**src/rtl/roi_readout_pkg.sv**
```systemverilog
package roi_readout_pkg;
  // strobes from the control half to the datapath half
  typedef struct packed {
    logic push;      // write captured record into the FIFO
    logic pop;       // retire the FIFO head
    logic wordSel;   // 0: first word of head record, 1: second word
    logic lostFlag;  // control flag to store with the record
  } ctlStrobes_t;
endpackage

```
**src/rtl/roi_readout_dp.sv**
```systemverilog
module roi_readout_dp
  import roi_readout_pkg::*;
#(
  parameter int NUM_THR    = 8,
  parameter int COORD_W    = 6,
  parameter int BCN_W      = 12,
  parameter int MAX_LAT    = 64,
  parameter int FIFO_DEPTH = 16,
  localparam int LAT_W     = $clog2(MAX_LAT) + 1,
  localparam int WORD_W    = 2 + COORD_W + NUM_THR
) (
  input  logic               clk,
  input  logic               rstN,
  input  logic [NUM_THR-1:0] thrPass,
  input  logic [COORD_W-1:0] roiCoord,
  input  logic [LAT_W-1:0]   latency,
  input  logic [BCN_W-1:0]   orbitLen,
  input  ctlStrobes_t        strobes,
  output logic [WORD_W-1:0]  outData
);
  localparam int HIST_AW = $clog2(MAX_LAT);
  localparam int FIFO_AW = $clog2(FIFO_DEPTH);
  localparam int HIST_W  = NUM_THR + COORD_W + BCN_W;
  localparam int REC_W   = HIST_W + 1;
  localparam int PAD_W   = WORD_W - 1 - BCN_W;

  // crossing counter
  logic [BCN_W-1:0] bcnCnt;
  always_ff @(posedge clk or negedge rstN) begin
    if (!rstN) bcnCnt <= '0;
    else if (bcnCnt >= orbitLen - BCN_W'(1)) bcnCnt <= '0;
    else bcnCnt <= bcnCnt + BCN_W'(1);
  end

  // history ring: one entry per crossing
  logic [HIST_W-1:0]  histMem [MAX_LAT];
  logic [HIST_AW-1:0] histWp;
  logic [HIST_AW-1:0] histRp;
  always_ff @(posedge clk or negedge rstN) begin
    if (!rstN) histWp <= '0;
    else histWp <= histWp + HIST_AW'(1);
  end
  always_ff @(posedge clk) histMem[histWp] <= {thrPass, roiCoord, bcnCnt};
  assign histRp = histWp - latency[HIST_AW-1:0];

  // record FIFO storage and pointers
  logic [REC_W-1:0]   fifoMem [FIFO_DEPTH];
  logic [FIFO_AW-1:0] wrPtr, rdPtr;
  always_ff @(posedge clk or negedge rstN) begin
    if (!rstN) begin
      wrPtr <= '0;
      rdPtr <= '0;
    end else begin
      if (strobes.push) wrPtr <= wrPtr + FIFO_AW'(1);
      if (strobes.pop)  rdPtr <= rdPtr + FIFO_AW'(1);
    end
  end
  always_ff @(posedge clk)
    if (strobes.push) fifoMem[wrPtr] <= {strobes.lostFlag, histMem[histRp]};

  // word formatting with odd parity
  logic [REC_W-1:0]   headRec;
  logic [NUM_THR-1:0] headThr;
  logic [COORD_W-1:0] headCoord;
  logic [BCN_W-1:0]   headBcn;
  logic [WORD_W-2:0]  wordBody;
  assign headRec   = fifoMem[rdPtr];
  assign headBcn   = headRec[BCN_W-1:0];
  assign headCoord = headRec[BCN_W +: COORD_W];
  assign headThr   = headRec[BCN_W + COORD_W +: NUM_THR];

  always_comb begin
    if (strobes.wordSel) wordBody = {{PAD_W{1'b0}}, headBcn};
    else                 wordBody = {headRec[REC_W-1], headCoord, headThr};
    outData = {~(^wordBody), wordBody};
  end

  AST_LAT_RANGE: assert property (@(posedge clk) disable iff (!rstN)
    (latency != '0) && (latency <= LAT_W'(MAX_LAT)))
    else $error("latency outside 1..MAX_LAT");
endmodule

```
**src/rtl/roi_readout_ctl.sv**
```systemverilog
module roi_readout_ctl
  import roi_readout_pkg::*;
#(
  parameter int FIFO_DEPTH = 16
) (
  input  logic        clk,
  input  logic        rstN,
  input  logic        l1Accept,
  input  logic        outReady,
  output ctlStrobes_t strobes,
  output logic        outValid,
  output logic        outFirst,
  output logic        overflow
);
  localparam int FIFO_AW = $clog2(FIFO_DEPTH);
  localparam logic [FIFO_AW:0] FULL_CNT = (FIFO_AW+1)'(FIFO_DEPTH);

  logic [FIFO_AW:0] count;
  logic             wordSel;
  logic             ovfReg;
  logic             full;
  logic             handshake;

  assign full      = (count == FULL_CNT);
  assign outValid  = (count != '0);
  assign handshake = outValid && outReady;
  assign outFirst  = outValid && !wordSel;
  assign overflow  = ovfReg;

  always_comb begin
    strobes.push     = l1Accept && !full;
    strobes.pop      = handshake && wordSel;
    strobes.wordSel  = wordSel;
    strobes.lostFlag = ovfReg;
  end

  always_ff @(posedge clk or negedge rstN) begin
    if (!rstN) begin
      count   <= '0;
      wordSel <= 1'b0;
      ovfReg  <= 1'b0;
    end else begin
      case ({strobes.push, strobes.pop})
        2'b10:   count <= count + (FIFO_AW+1)'(1);
        2'b01:   count <= count - (FIFO_AW+1)'(1);
        default: count <= count;
      endcase
      if (handshake) wordSel <= !wordSel;
      if (l1Accept && full) ovfReg <= 1'b1;
    end
  end

  AST_OVF_STICKY: assert property (@(posedge clk) disable iff (!rstN)
    overflow |=> overflow) else $error("overflow cleared");
  AST_COUNT_BOUND: assert property (@(posedge clk) disable iff (!rstN)
    count <= FULL_CNT) else $error("fifo count beyond depth");
  AST_FULL_HOLD: assert property (@(posedge clk) disable iff (!rstN)
    (full && !(outReady && wordSel)) |=> full) else $error("full fifo changed");
  AST_FRAME_ORDER: assert property (@(posedge clk) disable iff (!rstN)
    (outFirst && outReady) |=> (outValid && !outFirst)) else $error("word 1 missing");
endmodule

```
**src/rtl/roi_readout_buf.sv**
```systemverilog
module roi_readout_buf
  import roi_readout_pkg::*;
#(
  parameter int NUM_THR    = 8,
  parameter int COORD_W    = 6,
  parameter int BCN_W      = 12,
  parameter int MAX_LAT    = 64,
  parameter int FIFO_DEPTH = 16,
  localparam int LAT_W     = $clog2(MAX_LAT) + 1,
  localparam int WORD_W    = 2 + COORD_W + NUM_THR
) (
  input  logic               clk,
  input  logic               rstN,
  input  logic [NUM_THR-1:0] thrPass,
  input  logic [COORD_W-1:0] roiCoord,
  input  logic               l1Accept,
  input  logic [LAT_W-1:0]   latency,
  input  logic [BCN_W-1:0]   orbitLen,
  input  logic               outReady,
  output logic               outValid,
  output logic               outFirst,
  output logic [WORD_W-1:0]  outData,
  output logic               overflow
);
  ctlStrobes_t strobes;

  roi_readout_ctl #(.FIFO_DEPTH(FIFO_DEPTH)) u_ctl (
    .clk(clk), .rstN(rstN), .l1Accept(l1Accept), .outReady(outReady),
    .strobes(strobes), .outValid(outValid), .outFirst(outFirst), .overflow(overflow)
  );

  roi_readout_dp #(
    .NUM_THR(NUM_THR), .COORD_W(COORD_W), .BCN_W(BCN_W),
    .MAX_LAT(MAX_LAT), .FIFO_DEPTH(FIFO_DEPTH)
  ) u_dp (
    .clk(clk), .rstN(rstN), .thrPass(thrPass), .roiCoord(roiCoord),
    .latency(latency), .orbitLen(orbitLen), .strobes(strobes), .outData(outData)
  );

  AST_HOLD_WORD: assert property (@(posedge clk) disable iff (!rstN)
    (outValid && !outReady) |=> (outValid && $stable(outData) && $stable(outFirst)))
    else $error("word changed while stalled");
  AST_ODD_PARITY: assert property (@(posedge clk) disable iff (!rstN)
    outValid |-> (^outData)) else $error("even parity on word");
endmodule

```
**config.mk**
```make
export PLATFORM = sky130hd
export DESIGN_NAME = roi_readout_buf
export DESIGN_NICKNAME = d
export VERILOG_FILES = /design/src/rtl/roi_readout_pkg.sv /design/src/rtl/roi_readout_dp.sv /design/src/rtl/roi_readout_ctl.sv /design/src/rtl/roi_readout_buf.sv
export SDC_FILE = /design/constraint.sdc
export NUM_CORES = 2
export LEC_CHECK = 0
export ABC_CLOCK_PERIOD_IN_PS = 4400
export CAP_MARGIN = 20
export CORE_MARGIN = 3
export CORE_UTILIZATION = 45
export CTS_BUF_LIST = sky130_fd_sc_hd__clkbuf_8
export DETAILED_ROUTE_END_ITERATION = 7
export DONT_BUFFER_PORTS = 1
export GPL_TIMING_DRIVEN = 0
export PLACE_DENSITY = 0.7
export SETUP_SLACK_MARGIN = 0.02
export SLEW_MARGIN = 20
export SYNTH_ARGS = -nofsm -noshare
export SYNTH_HDL_FRONTEND = slang
export SYNTH_SLANG_ARGS = --single-unit
```
**constraint.sdc**
```tcl
create_clock -name clk -period 4.4 [get_ports clk]
set_clock_uncertainty 0.05 [all_clocks]
set_input_delay 0.66 -clock clk [delete_from_list [all_inputs] [get_ports clk]]
set_output_delay 0.66 -clock clk [all_outputs]
set_load 0.02 [all_outputs]
```
==> metrics.yaml <==
grt_pass1_wl_mm: 285
worst_slew_pin_slew_ns: 1.09
wl_met2_mm: 94.7
ant_nets: 0
yosys.cell_types.count: 50
synthCells: 3431
vias_per_cell: 6.00
post-route-util_pct: 53.1
dp_hpwl_mm: 127
p_sw_share_pct: 27.6
numCtsBuffers: 337
top_layer_used: "met4"
slowest_delay_ns: 0.47
setup_ws_ns: -0.384
endpoint_kind: "output port"
routed_wl_mm: 198
finalSetupViolations: 1
p_leak_nw: 30.2
die_x_um: 434
p_switching_mw: 13.5
arrival_ns: 4.07
finalHoldViolCount: 0
synth_top_area_share_pct: 76.3
finalMaxSlewViolations: 0
crit_chain: "buf_6, buf_12, buf_12, bufbuf_16, buf_4, mux4_2, mux2i_1, a22o_1, a221oi_4, xnor2_2, xnor2_2, xnor2_4, xnor2_4"
worstSetupPathType: "register to output port"
start_kind: "register"
rsz0062_at_grt: "true"
postLayoutCellArea_um2: 96400
die-area_um2: 188000
drive_gt1_share_pct: 35.9
io_pins: 56
async_flop_share_pct: 1.55
syn-num-nets: 3499
synth_commonest_cells: "edfxtp_1 (2,096), mux4_2 (596), clkbuf_1 (96)"
violations: "negative setup slack"
die_h_um: 434
nets: 3999
cp_top_family: "buffers and inverters"
synth-main-ff-cell: "edfxtp_1"
clock-sinks: 2129
yosys-top-cells-area: "edfxtp_1 (76%), mux4_2 (16%), mux4_1 (1.1%)"
synth_edf_count: 2096
wl_met1_mm: 77.9
pwr-share-seq_pct: 50.2
synth_area_um2: 82500
antenna_found_initial: 9
slowest_stage: "a221oi_4"
fmax_mhz: 209
p_int_mw: 35.5
yosys_register_bits: 2129
ys_warn_count: 0
grt_pass1_vias: 40100
fin_crit_ns: 4.78
cts_buffer_depth: 4
yosysMostFrequentCell: "edfxtp_1"
place.gp.congestion: 0.816
maxCapViolCount: 0
yosysSeqAreaShare_pct: 77.3
synth_top_area_cell: "edfxtp_1"
p_clk_share_pct: 30.3
post-place-ws_ns: -1.73
dr.pass1.iters: 6
grt_start_max_net_pins: 70
cts.clk_slew.worst_paths_ns: 0.06
dr_total_vias: 39200
ir_worst_vdd_v: 0.00199
overflow: 0
placed_area_um2: 88500
cp.required_ns: 3.69
port_buffers: 0
tns_ns: -0.384
rows: 156
path_buf_inv: 5
p_per_area_nw_per_um2: 508
cp_max_fo: 7
grt_usage_pct: 21.2
start_util_pct: 45.4
avgSynthCellArea_um2: 24.0
maxSlewHeadroom_pct: 27.3
drtIter0Drc: 4909
p_comb_share_pct: 19.5
outcome: "finished, violations left"
hp-class: "input port to register"
flow.area_growth_from_synthesis_pct: 16.9
routedWlPerCell_um: 30.3
cts_tree: "yes"
h-tree-depth: 5
insertion_delay_ns: 1.02
core_area_um2: 182000
min_period_over_period_pct: 109
dr_wl_met3_mm: 18.6
drc: 0
cts_root_buf: "clkbuf_8"
==> power by group through the flow <==
stage	Sequential (mW)	Combinational [mW]	Clock, mW
CTS	24.5	9.45	15.1
global placement	25.2	6.97	0
detailed placement	25.0	7.62	0
finish	24.6	9.53	14.8
global route	24.6	10.0	16.0
floorplan	24.7	5.05	0
==> worst min-delay path, stage by stage <==
cell      delay, ns
nor3_1         0.04
xnor2_1        0.16
ha_1           0.17
a211oi_1       0.07
==> layout make-up <==
cell class                 count  area (um2)
clock inverter               218        1030
clock buffer                 341        4690
fill                       13300       85200
inverter                      19        77.6
buffer                       180        1430
sequential                  2129       63800
timing repair buffer         162        3180
antenna                        9        22.5
multi-input combinational   1102       19200
tap                         2370        2970
==> cell families (layout without fill, tap and decap cells) <==
kind of cell | after synthesis | in the layout | share of synthesized area, %
xor gates and xnor gates | 54 | 54 | 0.609
DFF | 2129 | 2129 | 77.3
and+or+nand+nor | 191 | 191 | 1.09
muxes | 703 | 703 | 18.3
buffers and inverters | 200 | 920 | 1.16
other | 0 | 9 | 0
AOI/OAI and AO/OA | 123 | 123 | 1.03
adders and majority gates | 31 | 31 | 0.489
==> repair_timing <==
action / CTS / global route
pin swaps: 11 / 3
hold endpoints to repair: 935 / 0
setup buffers: 20 / 1
setup endpoints to repair: 422 / 333
gates resized for setup: 408 / 50
gates cloned: 2 / 0
hold buffers: 33 / 0
==> placed cells by master (no fill, tap or decap), types with 12 or more instances in the layout <==
cell,instances
edfxtp_1,2096
mux4_2,604
clkbuf_8,347
inv_1,123
nor2_4,77
buf_16,77
clkinv_1,68
buf_4,56
buf_12,36
mux2i_1,35
clkbuf_4,34
clkbuf_2,32
nor2b_1,30
ha_1,29
mux4_1,27
clkinv_2,27
nand2_1,26
buf_2,26
xnor2_1,24
a21oi_4,24
a211oi_1,22
dfrtp_1,21
clkbuf_1,20
xor2_1,19
dlygate4sd3_1,18
buf_6,16
mux2i_4,14
mux2i_2,13
o21ai_0,12
==> registers in the layout, summed over array words and instances, names as in the netlist <==
| register | flops |
|---|---|
| u_dp.histMem | 1664 |
| u_dp.fifoMem | 432 |
| u_dp.bcnCnt | 12 |
| u_dp.histWp | 6 |
| u_ctl.count | 5 |
| u_dp.rdPtr | 4 |
| u_dp.wrPtr | 4 |
| u_ctl.overflow | 1 |
| u_ctl.wordSel | 1 |
==> per-layer routing <==
layer / global-route usage (%) / vias up
met5: 0 / -
met1: 30.0 / 20900
li1: - / 15800
met3: 4.61 / 374
met4: 7.14 / 0
met2: 33.0 / 2061
==> path summary, 6_finish.rpt <==
check	endpoint	slack, ns	startpoint	depth (start not counted)
max in group asynchronous	u_dp.wrPtr[2]	3.84	rstN	2
worst max-delay path	outData[15]	-0.38	u_dp.rdPtr[0]	13
worst min-delay path	u_dp.bcnCnt[0]	0.09	orbitLen[10]	4
worst min register to register	u_ctl.count[4]	0.47	u_ctl.count[4]	1
worst max register to register	u_dp.fifoMem[12][1]	0.16	u_dp.histWp[0]	12
min in group asynchronous	u_dp.histWp[5]	0.17	rstN	2
==> stage by stage <==
stage | cells | hold WS [ns] | power [mW]
6_report | 6530 | 0.0940 | 48.9
4_1_cts | 6520 | 0.00541 | 49.1
3_3_place_gp | 5801 | 0.316 | 32.1
2_1_floorplan | 3431 | 0.314 | 29.7
3_5_place_dp | 5907 | 0.316 | 32.6
5_1_grt | 6528 | 0.0545 | 50.7
(Power assumes the default switching activity.)
